### config.mk
export PLATFORM = sky130hd
export DESIGN_NAME = pwr_mode_ctrl
export DESIGN_NICKNAME = d
export VERILOG_FILES = /design/src/rtl/pwr_mode_pkg.sv /design/src/rtl/pm_mode_fsm.sv /design/src/rtl/pm_mult_sel.sv /design/src/rtl/pm_gate_dec.sv /design/src/rtl/pwr_mode_ctrl.sv
export SDC_FILE = /design/constraint.sdc
export NUM_CORES = 1
export LEC_CHECK = 0
export BUFFER_PORTS_ARGS = -buffer_cell sky130_fd_sc_hd__buf_2
export CAP_MARGIN = 20
export CORE_AREA = 3 3 40 42
export CTS_CLUSTER_DIAMETER = 100
export DETAILED_ROUTE_END_ITERATION = 10
export DIE_AREA = 0 0 43 45
export HOLD_SLACK_MARGIN = 0.08
export MAX_ROUTING_LAYER = met4
export PLACE_DENSITY = 0.55
export SLEW_MARGIN = 10
export SYNTH_ARGS = -nofsm -noshare
export SYNTH_HDL_FRONTEND = slang
export SYNTH_SLANG_ARGS = --single-unit
### constraint.sdc
create_clock -name clk -period 1.5 [get_ports clk]
set_input_delay 0.3 -clock clk [delete_from_list [all_inputs] [get_ports clk]]
set_output_delay 0.3 -clock clk [all_outputs]
set_load 0.02 [all_outputs]
### src/rtl/pwr_mode_pkg.sv
package pwr_mode_pkg;
    localparam int MULT_W = 4;
    localparam int ALG_W  = 2;
    localparam int ST_W   = 3;

    localparam logic [MULT_W-1:0] MULT_DEFAULT = 4'd10;
    localparam logic [MULT_W-1:0] MULT_600     = 4'd4;
    localparam logic [MULT_W-1:0] MULT_1200    = 4'd5;
    localparam logic [MULT_W-1:0] MULT_2400    = 4'd3;

    typedef enum logic [ST_W-1:0] {
        ST_RUN    = 3'd0,
        ST_RELOCK = 3'd1,
        ST_IDLE1  = 3'd2,
        ST_IDLE2  = 3'd3,
        ST_WAKE   = 3'd4
    } pm_state_t;

    typedef struct packed {
        logic core_en;
        logic peri_en;
        logic relock;
    } pm_gate_t;

    function automatic logic [MULT_W-1:0] alg_to_mult(input logic [ALG_W-1:0] alg);
        case (alg)
            2'd1:    return MULT_600;
            2'd2:    return MULT_1200;
            2'd3:    return MULT_2400;
            default: return MULT_DEFAULT;
        endcase
    endfunction
endpackage

### src/rtl/pm_mode_fsm.sv
module pm_mode_fsm
    import pwr_mode_pkg::*;
(
    input  logic      clk,
    input  logic      rst,
    input  logic      alg_load,
    input  logic      idle_req,
    input  logic      idle_lvl,
    input  logic      irq,
    input  logic      pll_lock,
    output pm_state_t state,
    output logic      load_go
);
    pm_state_t state_nx;

    assign load_go = (state == ST_RUN) && alg_load;

    always_comb begin
        state_nx = state;
        case (state)
            ST_RUN: begin
                if (alg_load)
                    state_nx = ST_RELOCK;
                else if (idle_req && !irq)
                    state_nx = idle_lvl ? ST_IDLE2 : ST_IDLE1;
            end
            ST_RELOCK: if (pll_lock) state_nx = ST_RUN;
            ST_IDLE1:  if (irq) state_nx = ST_RUN;
            ST_IDLE2:  if (irq) state_nx = ST_WAKE;
            ST_WAKE:   state_nx = ST_RUN;
            default:   state_nx = ST_RELOCK;
        endcase
    end

    always_ff @(posedge clk) begin
        if (rst) state <= ST_RELOCK;
        else     state <= state_nx;
    end

    // pending interrupt blocks idle entry
    assert_idle_blocked_R8: assert property (@(posedge clk) disable iff (rst)
        (state == ST_RUN && idle_req && irq && !alg_load) |=> state == ST_RUN);

    // wake from level 2 passes through WAKE for one cycle
    assert_wake_path_R7: assert property (@(posedge clk) disable iff (rst)
        (state == ST_IDLE2 && irq) |=> (state == ST_WAKE) ##1 (state == ST_RUN));

    // relock is left only with lock
    assert_relock_hold_R2: assert property (@(posedge clk) disable iff (rst)
        (state == ST_RELOCK && !pll_lock) |=> state == ST_RELOCK);
endmodule

### src/rtl/pm_mult_sel.sv
module pm_mult_sel
    import pwr_mode_pkg::*;
(
    input  logic              clk,
    input  logic              rst,
    input  logic              load_go,
    input  logic [ALG_W-1:0]  alg_sel,
    output logic [MULT_W-1:0] mult
);
    always_ff @(posedge clk) begin
        if (rst)          mult <= MULT_DEFAULT;
        else if (load_go) mult <= alg_to_mult(alg_sel);
    end

    // multiplier moves only on an accepted load
    assert_mult_hold_R4: assert property (@(posedge clk) disable iff (rst)
        !load_go |=> $stable(mult));
endmodule

### src/rtl/pm_gate_dec.sv
module pm_gate_dec
    import pwr_mode_pkg::*;
(
    input  logic      clk,
    input  logic      rst,
    input  pm_state_t state,
    output pm_gate_t  gate
);
    always_comb begin
        gate = '{core_en: 1'b0, peri_en: 1'b0, relock: 1'b0};
        case (state)
            ST_RUN:    gate = '{core_en: 1'b1, peri_en: 1'b1, relock: 1'b0};
            ST_IDLE1:  gate.peri_en = 1'b1;
            ST_WAKE:   gate.peri_en = 1'b1;
            ST_RELOCK: gate.relock  = 1'b1;
            default:   gate = '{core_en: 1'b0, peri_en: 1'b0, relock: 1'b0};
        endcase
    end

    // no domain clock while waiting for lock
    assert_gated_relock_R2: assert property (@(posedge clk) disable iff (rst)
        gate.relock |-> !gate.core_en && !gate.peri_en);

    // the core never runs without the peripheral domain
    assert_core_needs_peri_R6: assert property (@(posedge clk) disable iff (rst)
        gate.core_en |-> gate.peri_en);
endmodule

### src/rtl/pwr_mode_ctrl.sv
module pwr_mode_ctrl
    import pwr_mode_pkg::*;
(
    input  logic        clk,
    input  logic        rst,
    input  logic        alg_load,
    input  logic [1:0]  alg_sel,
    input  logic        idle_req,
    input  logic        idle_lvl,
    input  logic        irq,
    input  logic        pll_lock,
    output logic [3:0]  mult_code,
    output logic        relock_wait,
    output logic        core_clk_en,
    output logic        peri_clk_en,
    output logic [6:0]  status
);
    pm_state_t state;
    logic      load_go;
    pm_gate_t  gate;
    logic [MULT_W-1:0] mult;

    pm_mode_fsm i_fsm (
        .clk(clk), .rst(rst), .alg_load(alg_load), .idle_req(idle_req),
        .idle_lvl(idle_lvl), .irq(irq), .pll_lock(pll_lock),
        .state(state), .load_go(load_go)
    );

    pm_mult_sel i_mult (
        .clk(clk), .rst(rst), .load_go(load_go), .alg_sel(alg_sel), .mult(mult)
    );

    pm_gate_dec i_gate (
        .clk(clk), .rst(rst), .state(state), .gate(gate)
    );

    assign mult_code   = mult;
    assign relock_wait = gate.relock;
    assign core_clk_en = gate.core_en;
    assign peri_clk_en = gate.peri_en;
    assign status      = {state, mult};

    // an accepted load always starts a relock
    assert_load_relock_R3: assert property (@(posedge clk) disable iff (rst)
        load_go |=> relock_wait);
endmodule

==> run metrics, run 1 <==
Total Routed Length=797 um; CP Cell Sequence=a21oi_1 -> buf_2; sequential area share after synthesis=around 36%; warnings from Yosys=0; hpwl dp=between 600 and 700 um; Nets=76; Clock Sink Count=7; Reg2Reg Setup Slack=0.23 ns; wire per inst=10.2 um; die area=1940 um^2; VDD IR max=around 0.45 mV; vias post-DR=359; Cell Pwr Density=949 nW/um^2; initial antenna violation count=0; synthesized instance count=44; Die X-Extent=43 um; GPL Wtd Cong=0.676; startpoint of the worst hold path=irq; synth top area cells=dfxtp_1 (36%), ha_1 (9.5%), buf_4 (7.6%); Max FO, Critical Path=8; Worst Setup SP=i_fsm.state[1]$_SDFFE_PP0P_; GRT overflow=0; Final Critical Period=1.38 ns; synthesis-stage register bit count=7; WP data arrival=1.08 ns; Crit-path slowest cell=dfxtp_1; CTS clk-pin slew, worst paths=0.05 ns; HP Class=input pin to flip-flop; DRC=0; Fill cells=144; static leakage=0.000246 uW; CTS Buf Count=3; vias in the first global route=327; CTS root buffer=clkbuf_4; Syn Nets=56; remaining antenna violation count=0; Synth top area share=~36%; largest net degree at the start of global routing=9; share of cells above drive strength 1=44.4%; vias per cell=4.60; maximum buffer depth of the clock tree=2; # setup viols final=0; Synth cell types=20; Fmax=roughly 720 MHz; critical path capture point type=primary output; global-route wire length before repair=1.30 mm; Ant. Diodes=0; WP data required=1.20 ns; Post-Syn Area=394 um^2; CP startpoint kind=flip-flop; DRT Pass-1 Iters=1; slowest stage delay, CP=roughly 0.5 ns; hold buffer count at cts=0; IO buf count=22; max_cap viols=0; Die Ht=45 um; GRT Total Usage=under 10%; RSZ-0062 raised after global routing=false; site row count=13; commonest non-fill, non-tap cell in the layout=buf_2; CTS tree=built; Final Power=479 uW; Worst Skew=0.00293 ns; status=finished clean; Post-CTS Setup Bufs=0; core area=1280 um^2; max-slew violations=0; Hold Violations, Final=0; Slew HR=70.6%; P&R area growth vs syn=28.3%; period utilisation layout=92.3%; starting density of the core=around 31%; CP Class=flip-flop to primary output; most frequent cells in the layout=buf_2 (22), nor2_1 (6), dfxtp_1 (6); Yosys top cell by area=dfxtp_1; actual slew at the worst max-slew pin=0.439 ns; setup TNS=0 ns; H-tree depth=1; Crit Reg-Reg Startpoint=i_fsm.state[1]$_SDFFE_PP0P_; Syn Area/Cell=8.96 um^2; # IOs=23; initial drt markers=0; worst skew pair latency=0.25 ns
critical path: cells and delay by family, from the launching register on:
kind | cells | cell delay, ns
buffers and inverters | 1 | 0.18
DFF | 1 | 0.51
AOI/OAI and AO/OA | 1 | 0.14
flip-flops by register name (all words and copies together) (netlist names):
signal / count
i_fsm.state: 3
i_mult.mult: 4
cells by family after synthesis:
kind of cell | Yosys count | synth area share, %
AO/OA/AOI/OAI | 7 | 10.5
adder cells (fa/ha/maj) | 3 | 9.52
buffers and inverters | 10 | 15.6
flip-flops | 7 | 35.6
multiplexers | 2 | 5.08
AND/OR/NAND/NOR | 15 | 23.8
area by class of cell:
type | instances | area, um^2 | share of cell area (%)
sequential | 7 | 141 | 28.0
timing repair buffer | 22 | 110 | 21.8
inverter | 3 | 11.3 | 2.23
multi-input combinational | 27 | 198 | 39.1
clock buffer | 4 | 26.3 | 5.20
tap | 15 | 18.8 | 3.71
cells in the mapped netlist, drive strengths merged:
cell type / n
dfxtp: 7
buf: 6
nor2: 6
nor3: 4
a21oi: 3
ha: 3
inv: 3
mux2i: 2
a211oi: 1
a31oi: 1
and3b: 1
clkbuf: 1
nand3: 1
nor3b: 1
nor4: 1
nor4b: 1
o211ai: 1
o21ai: 1
layer usage:
metal  share of wire [%]  vias up  track usage, %
li1                    -      184               -
met4                 1.0        0            5.42
met2                  50       11            17.1
met5                   0        -               -
met3                 8.2        2            5.98
met1                  40      162            8.47
what timing repair did:
action	in CTS	in global routing
setup endpoints to repair	0	2
endpoints found under the hold margin	0	0
resized for setup	0	2
power breakdown:
part           leakage (uW)  total (uW)  switching [uW]  internal [uW]
registers         0.0000570         207            10.6            196
clock network     0.0000150         168            66.6            101
logic              0.000174         105            62.1           42.5
total              0.000246         479             139            340
final timing paths:
check | cells past startpoint | to
min | 2 | i_fsm.state[1]$_SDFFE_PP0P_
max reg2reg | 3 | i_mult.mult[2]$_SDFFE_PP0P_
min reg2reg | 2 | i_mult.mult[2]$_SDFFE_PP0P_
max | 2 | peri_clk_en
metrics by stage:
step	hold slack (ns)	utilization, %	cells	setup WS (ns)	cell area [um^2]
2_1_floorplan	0.379	-	44	0.0817	394
3_3_place_gp	0.498	36.8	74	0.284	473
3_5_place_dp	0.506	36.8	74	0.250	473
4_1_cts	0.250	38.9	78	0.0835	499
5_1_grt	0.265	39.3	78	0.0214	505
6_report	0.256	39.3	78	0.116	505
Power figures use the tool's default switching activity.
==> inputs of run 2 (changes only) <==
PLACE_DENSITY = 0.57   (was 0.55)
clock period = 1.2 ns   (was 1.5 ns; I/O delays follow)
==> run 2 against run 1 <==
  * The flow now finishes with violations (setup timing)
  * Sequential cell count stayed put
  * Highest routed layer unchanged
  * Design area is 25% higher
  * Global-route usage is 0.72 points higher
  * Worst hold slack worse by 0.071 ns
==> run metrics, run 2 (synthesis gave the netlist of run 1 again) <==
status=complete, but fails checks; failing checks=setup timing; # setup viols final=4 (+4); static leakage=0.000301 uW (+22%); Clock Sink Count=7 (unchanged); Reg2Reg Setup Slack=-0.04 ns (-0.27 ns); DRC=0 (unchanged); most frequent cells in the layout=buf_2 (18), buf_6 (8), nor2_1 (6), dfxtp_1 (4); starting density of the core=30.7% (unchanged); WP data required=0.96 ns (-0.24 ns); WHS=0.185 ns (-0.0711 ns); Cell Pwr Density=1010 nW/um^2 (+6.8%); hold path cells=2 (unchanged); wire per inst=11.8 um (+15%); worst skew pair latency=0.25 ns (about the same); CP Class=flip-flop to primary output; GRT overflow=0 (unchanged); site row count=13 (unchanged); IO buf count=22 (unchanged); Crit Reg-Reg Startpoint=i_fsm.state[2]$_SDFFE_PP0P_; Hold Path End=i_fsm.state[1]$_SDFFE_PP0P_; initial antenna violation count=0 (unchanged); period utilisation layout=108%; GPL Wtd Cong=0.778 (+15%); vias per cell=4.54 (-1.3%); remaining antenna violation count=0 (unchanged); Hold Violations, Final=0 (unchanged); hold buffer count at cts=0 (unchanged); vias in the first global route=349 (+6.7%); final core utilization=49.4% (+10 points); commonest non-fill, non-tap cell in the layout=buf_2; Biggest register=i_mult.mult; actual slew at the worst max-slew pin=0.212 ns (-0.226 ns); startpoint of the worst hold path=irq; VDD IR max=0.599 mV (+32%); Nets=83 (+9.2%); share of cells above drive strength 1=57.1% (+13 points); CTS tree=built; Place WS=0.0441 ns (-0.206 ns); # IOs=23 (unchanged); max-slew violations=0 (unchanged); Max FO, Critical Path=6 (-2); max_cap viols=0 (unchanged); CTS root buffer=clkbuf_4; biggest regs=i_mult.mult x4, i_fsm.state x3; DRT Pass-1 Iters=4 (+3); global-route wire length before repair=1.41 mm (+8.4%); Die X-Extent=43 um (unchanged); Slew HR=85.7% (+15 points); initial drt markers=4 (+4); largest net degree at the start of global routing=9 (unchanged); CTS Buf Count=3 (unchanged); Final Critical Period=1.29 ns; Worst Skew=0.00901 ns (+0.00608 ns); H-tree depth=1 (unchanged); CP startpoint kind=flip-flop; critical path capture point type=primary output; CTS clk-pin slew, worst paths=0.06 ns (about the same); final worst setup slack=-0.0933 ns (-0.209 ns); die area=1940 um^2 (unchanged); max reg flops=4 (unchanged); WP data arrival=1.05 ns (-0.03 ns); Die Ht=45 um (unchanged); worst reg2reg path endpoint=i_mult.mult[2]$_SDFFE_PP0P_; hpwl dp=680 um (+5.2%); maximum buffer depth of the clock tree=2 (unchanged); RSZ-0062 raised after global routing=true; HP Class=input pin to flip-flop; Total Routed Length=1.00 mm (+26%); core area=1280 um^2 (unchanged); GRT Total Usage=10.7% (+0.72 points); P&R area growth vs syn=61.0%; vias post-DR=386 (+7.5%); worst-case reg-to-reg path depth=5 (+2); Ant. Diodes=0 (unchanged); Fmax=between 700 and 800 MHz
## run 2: changes by cell type in the layout (fill, tap and decap cells not counted), moves of 2 or more
cell	before	now
dfxtp_1	6	4
buf_2	22	18
dfxtp_4	0	3
buf_4	0	3
buf_6	0	8
## run 2: worst max path at each step
stage	start	to	slack (ns)
6_report	i_fsm.state[0]$_SDFFE_PP1P_	core_clk_en	-0.09
5_1_grt	i_fsm.state[0]$_SDFFE_PP1P_	core_clk_en	-0.15
4_1_cts	i_fsm.state[2]$_SDFFE_PP0P_	core_clk_en	-0.10
3_5_place_dp	i_fsm.state[2]$_SDFFE_PP0P_	i_mult.mult[2]$_SDFFE_PP0P_	0.04
3_3_place_gp	i_fsm.state[2]$_SDFFE_PP0P_	i_mult.mult[2]$_SDFFE_PP0P_	0.07
2_1_floorplan	i_fsm.state[2]$_SDFFE_PP0P_	i_mult.mult[2]$_SDFFE_PP0P_	-0.05
## run 2: report_power, final
| group | switching, uW | internal (uW) |
|---|---|---|
| Sequential | 10.1 | 241 |
| Clock | 89.8 | 127 |
| Combinational | 91.8 | 83.3 |
## run 2: area by class of cell
class,instances,area [um^2]
repair buffers,29,203
well taps,15,18.8
clock buffers,4,26.3
multi-input cells,27,224
inverters,3,11.3
flip-flops and latches,7,151
fillers,129,651
## run 2: through the flow
stage               TNS (ns)  power [uW]  cell area [um^2]  instances
detailed placement         0         402               509         77
global placement           0         402               509         77
finish                -0.244         643               634         85
floorplan            -0.0454         358               414         44
CTS                   -0.446         634               584         83
global route          -0.567         678               634         85
## run 2: layer usage
metal	routed length (um)	GRT usage, %	vias up
met4	8	7.23	0
met3	66	5.18	2
met2	519	17.4	11
met1	405	10.0	173
li1	-	-	200
met5	0	-	-
## run 2: critical path, stage by stage, from the launching register on
cell	delay, ns
dfxtp_4	0.34
buf_6	0.13
nor3_4	0.20
buf_6	0.14
## run 2: repair_timing
item,CTS,global route
pin swaps,2,2
setup endpoints to repair,3,8
gates resized for setup,10,9
setup buffers,2,2
==> inputs of run 3 (changes only) <==
PLACE_DENSITY = unset   (was 0.57)
==> run 3 against run 2 <==
  * The flow still finishes with violations (setup timing)
  * Routed wire length fell by 13%
  * Fmax increased by 0.70%
  * First-iteration DRC count down 75%
  * Utilization fell by 3.9 points
  * Global-route usage down 0.35 points
  * Clock power about the same
  * Final cell count is 2.4% lower
  * Design area fell by 7.9%
  * Sequential cell count unchanged
  * Clock skew decreased by 0.0064 ns
  * Critical path depth stayed put
  * Non-clock buffer count decreased by 2
  * Largest cell class unchanged
  * Highest routed layer unchanged
==> run metrics, run 3 (synthesis gave the netlist of run 1 again) <==
actual slew at the worst max-slew pin=0.212 ns (-0.000301 ns); period utilisation layout=107% (-0.75 points); GRT overflow=0 (unchanged); WP data required=0.96 ns (about the same); startpoint of the worst hold path=irq; GPL Wtd Cong=0.673 (-13%); Die Ht=45 um (unchanged); CTS tree=built; CTS Buf Count=3 (unchanged); Fill cells=137 (+6.2%); WP data arrival=1.04 ns (about the same); commonest non-fill, non-tap cell in the layout=buf_2; Global Route met1 Usage=11.2% (+1.2 points); Max FO, Critical Path=6 (unchanged); WHS=0.198 ns (+0.0131 ns); Biggest register=i_mult.mult; critical path capture point type=primary output; maximum buffer depth of the clock tree=2 (unchanged); Die X-Extent=43 um (unchanged); worst-case reg-to-reg path depth=4 (-1); CP startpoint kind=flip-flop; DRC=0 (unchanged); placed insts=76 (-1.3%); Ant. Diodes=0 (unchanged); Nets=81 (-2.4%); Crit Reg-Reg Startpoint=i_fsm.state[2]$_SDFFE_PP0P_; Cell Pwr Density=1070 nW/um^2 (+5.6%); site row count=13 (unchanged); vias post-DR=382 (-1.0%); die area=1940 um^2 (unchanged); Sw Ratio=29.8% (about the same); Sequential Power Share=40.4% (+1.4 points); CP Class=flip-flop to primary output; GR Util met2=15.0% (-2.4 points); remaining antenna violation count=0 (unchanged); worst skew pair latency=0.26 ns (about the same); starting density of the core=30.7% (unchanged); Gate power share=24.9% (-2.3 points); CTS clk-pin slew, worst paths=0.05 ns (about the same); Crit-path slowest cell=dfxtp_2; most frequent cells in the layout=buf_2 (19), nor2_1 (6), buf_4 (5), dfxtp_1 (4); CTS root buffer=clkbuf_4; max reg flops=4 (unchanged); hold path cells=2 (unchanged); CP Cell Sequence=buf_6 -> nor3b_2 -> buf_4; slowest stage delay, CP=0.35 ns (about the same); DRT Pass-1 Iters=3 (-1); static leakage=0.000283 uW (-6.0%); HP Class=input pin to flip-flop; wire per inst=10.5 um (-11%); failing checks=setup timing; global-route wire length before repair=1.37 mm (-3.4%); RSZ-0062 raised after global routing=true; hold buffer count at cts=0 (unchanged); initial antenna violation count=0 (unchanged); vias per cell=4.60 (+1.3%); max_cap viols=0 (unchanged); # IOs=23 (unchanged); Fmax=779 MHz (+0.70%); initial drt markers=1 (-3); max-slew violations=0 (unchanged); largest net degree at the start of global routing=9 (unchanged); clock network fraction of total power=34.6% (+0.8 points); met3 Resource Use GR=7.17% (+2.0 points); Final Critical Period=1.28 ns (-0.00898 ns); VDD IR max=0.680 mV (+14%); GRT Total Usage=10.3% (-0.35 points); Total Routed Length=874 um (-13%); Worst Setup SP=i_fsm.state[0]$_SDFFE_PP1P_; P&R area growth vs syn=48.3%; Slew HR=85.7% (about the same); final worst setup slack=-0.0843 ns (+0.00898 ns); # setup viols final=3 (-1); vias in the first global route=333 (-4.6%); share of cells above drive strength 1=54.4% (-2.7 points); global routing's busiest layer=met2; Clock Sink Count=7 (unchanged); H-tree depth=1 (unchanged); Non-Filler Instances=83 (-2.4%); Worst Skew=0.00264 ns (-0.00638 ns); core area=1280 um^2 (unchanged); biggest regs=i_mult.mult x4, i_fsm.state x3; IO buf count=22 (unchanged); Hold Violations, Final=0 (unchanged); Pint=439 uW (-2.8%); status=complete, but fails checks; Psw=186 uW (-2.8%)
==> run 3: area by class of cell <==
class,instances,area [um^2],share of cell area (%)
clock buffer,4,26.3,4.50
inverter,3,11.3,1.93
multi-input combinational,27,213,36.4
sequential,7,149,25.5
tap,15,18.8,3.21
timing repair buffer,27,166,28.5
==> run 3: path summary, 6_finish.rpt <==
check	to	slack [ns]
min	i_fsm.state[1]$_SDFFE_PP0P_	0.20
min reg2reg	i_mult.mult[0]$_SDFFE_PP0P_	0.51
max reg2reg	i_mult.mult[2]$_SDFFE_PP0P_	0.05
max	relock_wait	-0.08
==> run 3: power by group through the flow <==
stage	clock, uW	sequential, uW	combinational, uW
after global placement	0	261	141
after floorplan	0	276	82.2
final	217	253	156
after global routing	234	255	170
after detailed placement	0	261	141
after CTS	227	255	154
==> run 3: metrics by stage <==
stage | util [%] | total power (uW) | instance area [um^2] | setup slack (ns) | setup TNS, ns
floorplan | - | 358 | 414 | -0.0454 | -0.0454
global placement | 39.0 | 402 | 502 | 0.0588 | 0
detailed placement | 39.0 | 402 | 502 | 0.0394 | 0
CTS | 44.7 | 636 | 574 | -0.0966 | -0.223
global route | 45.5 | 659 | 584 | -0.130 | -0.344
finish | 45.5 | 625 | 584 | -0.0843 | -0.188
==> run 3: metal layers <==
layer  wire length [um]  share of wire, %
met3                 72               8.2
met1                349                40
met5                  0                 0
met4                 14               1.6
met2                437                50
==> run 3: what timing repair did <==
action	CTS	global route
buffers inserted	2	1
gates cloned	0	0
gates resized for setup	9	1
endpoints found under the setup margin	3	7
pin swaps	2	0
==> run 3: critical path: cells and delay by family, from the launching register on <==
kind                   cells  cell delay (ns)
buffers and inverters      2             0.29
AND/OR/NAND/NOR            1             0.15
flip-flops                 1             0.35
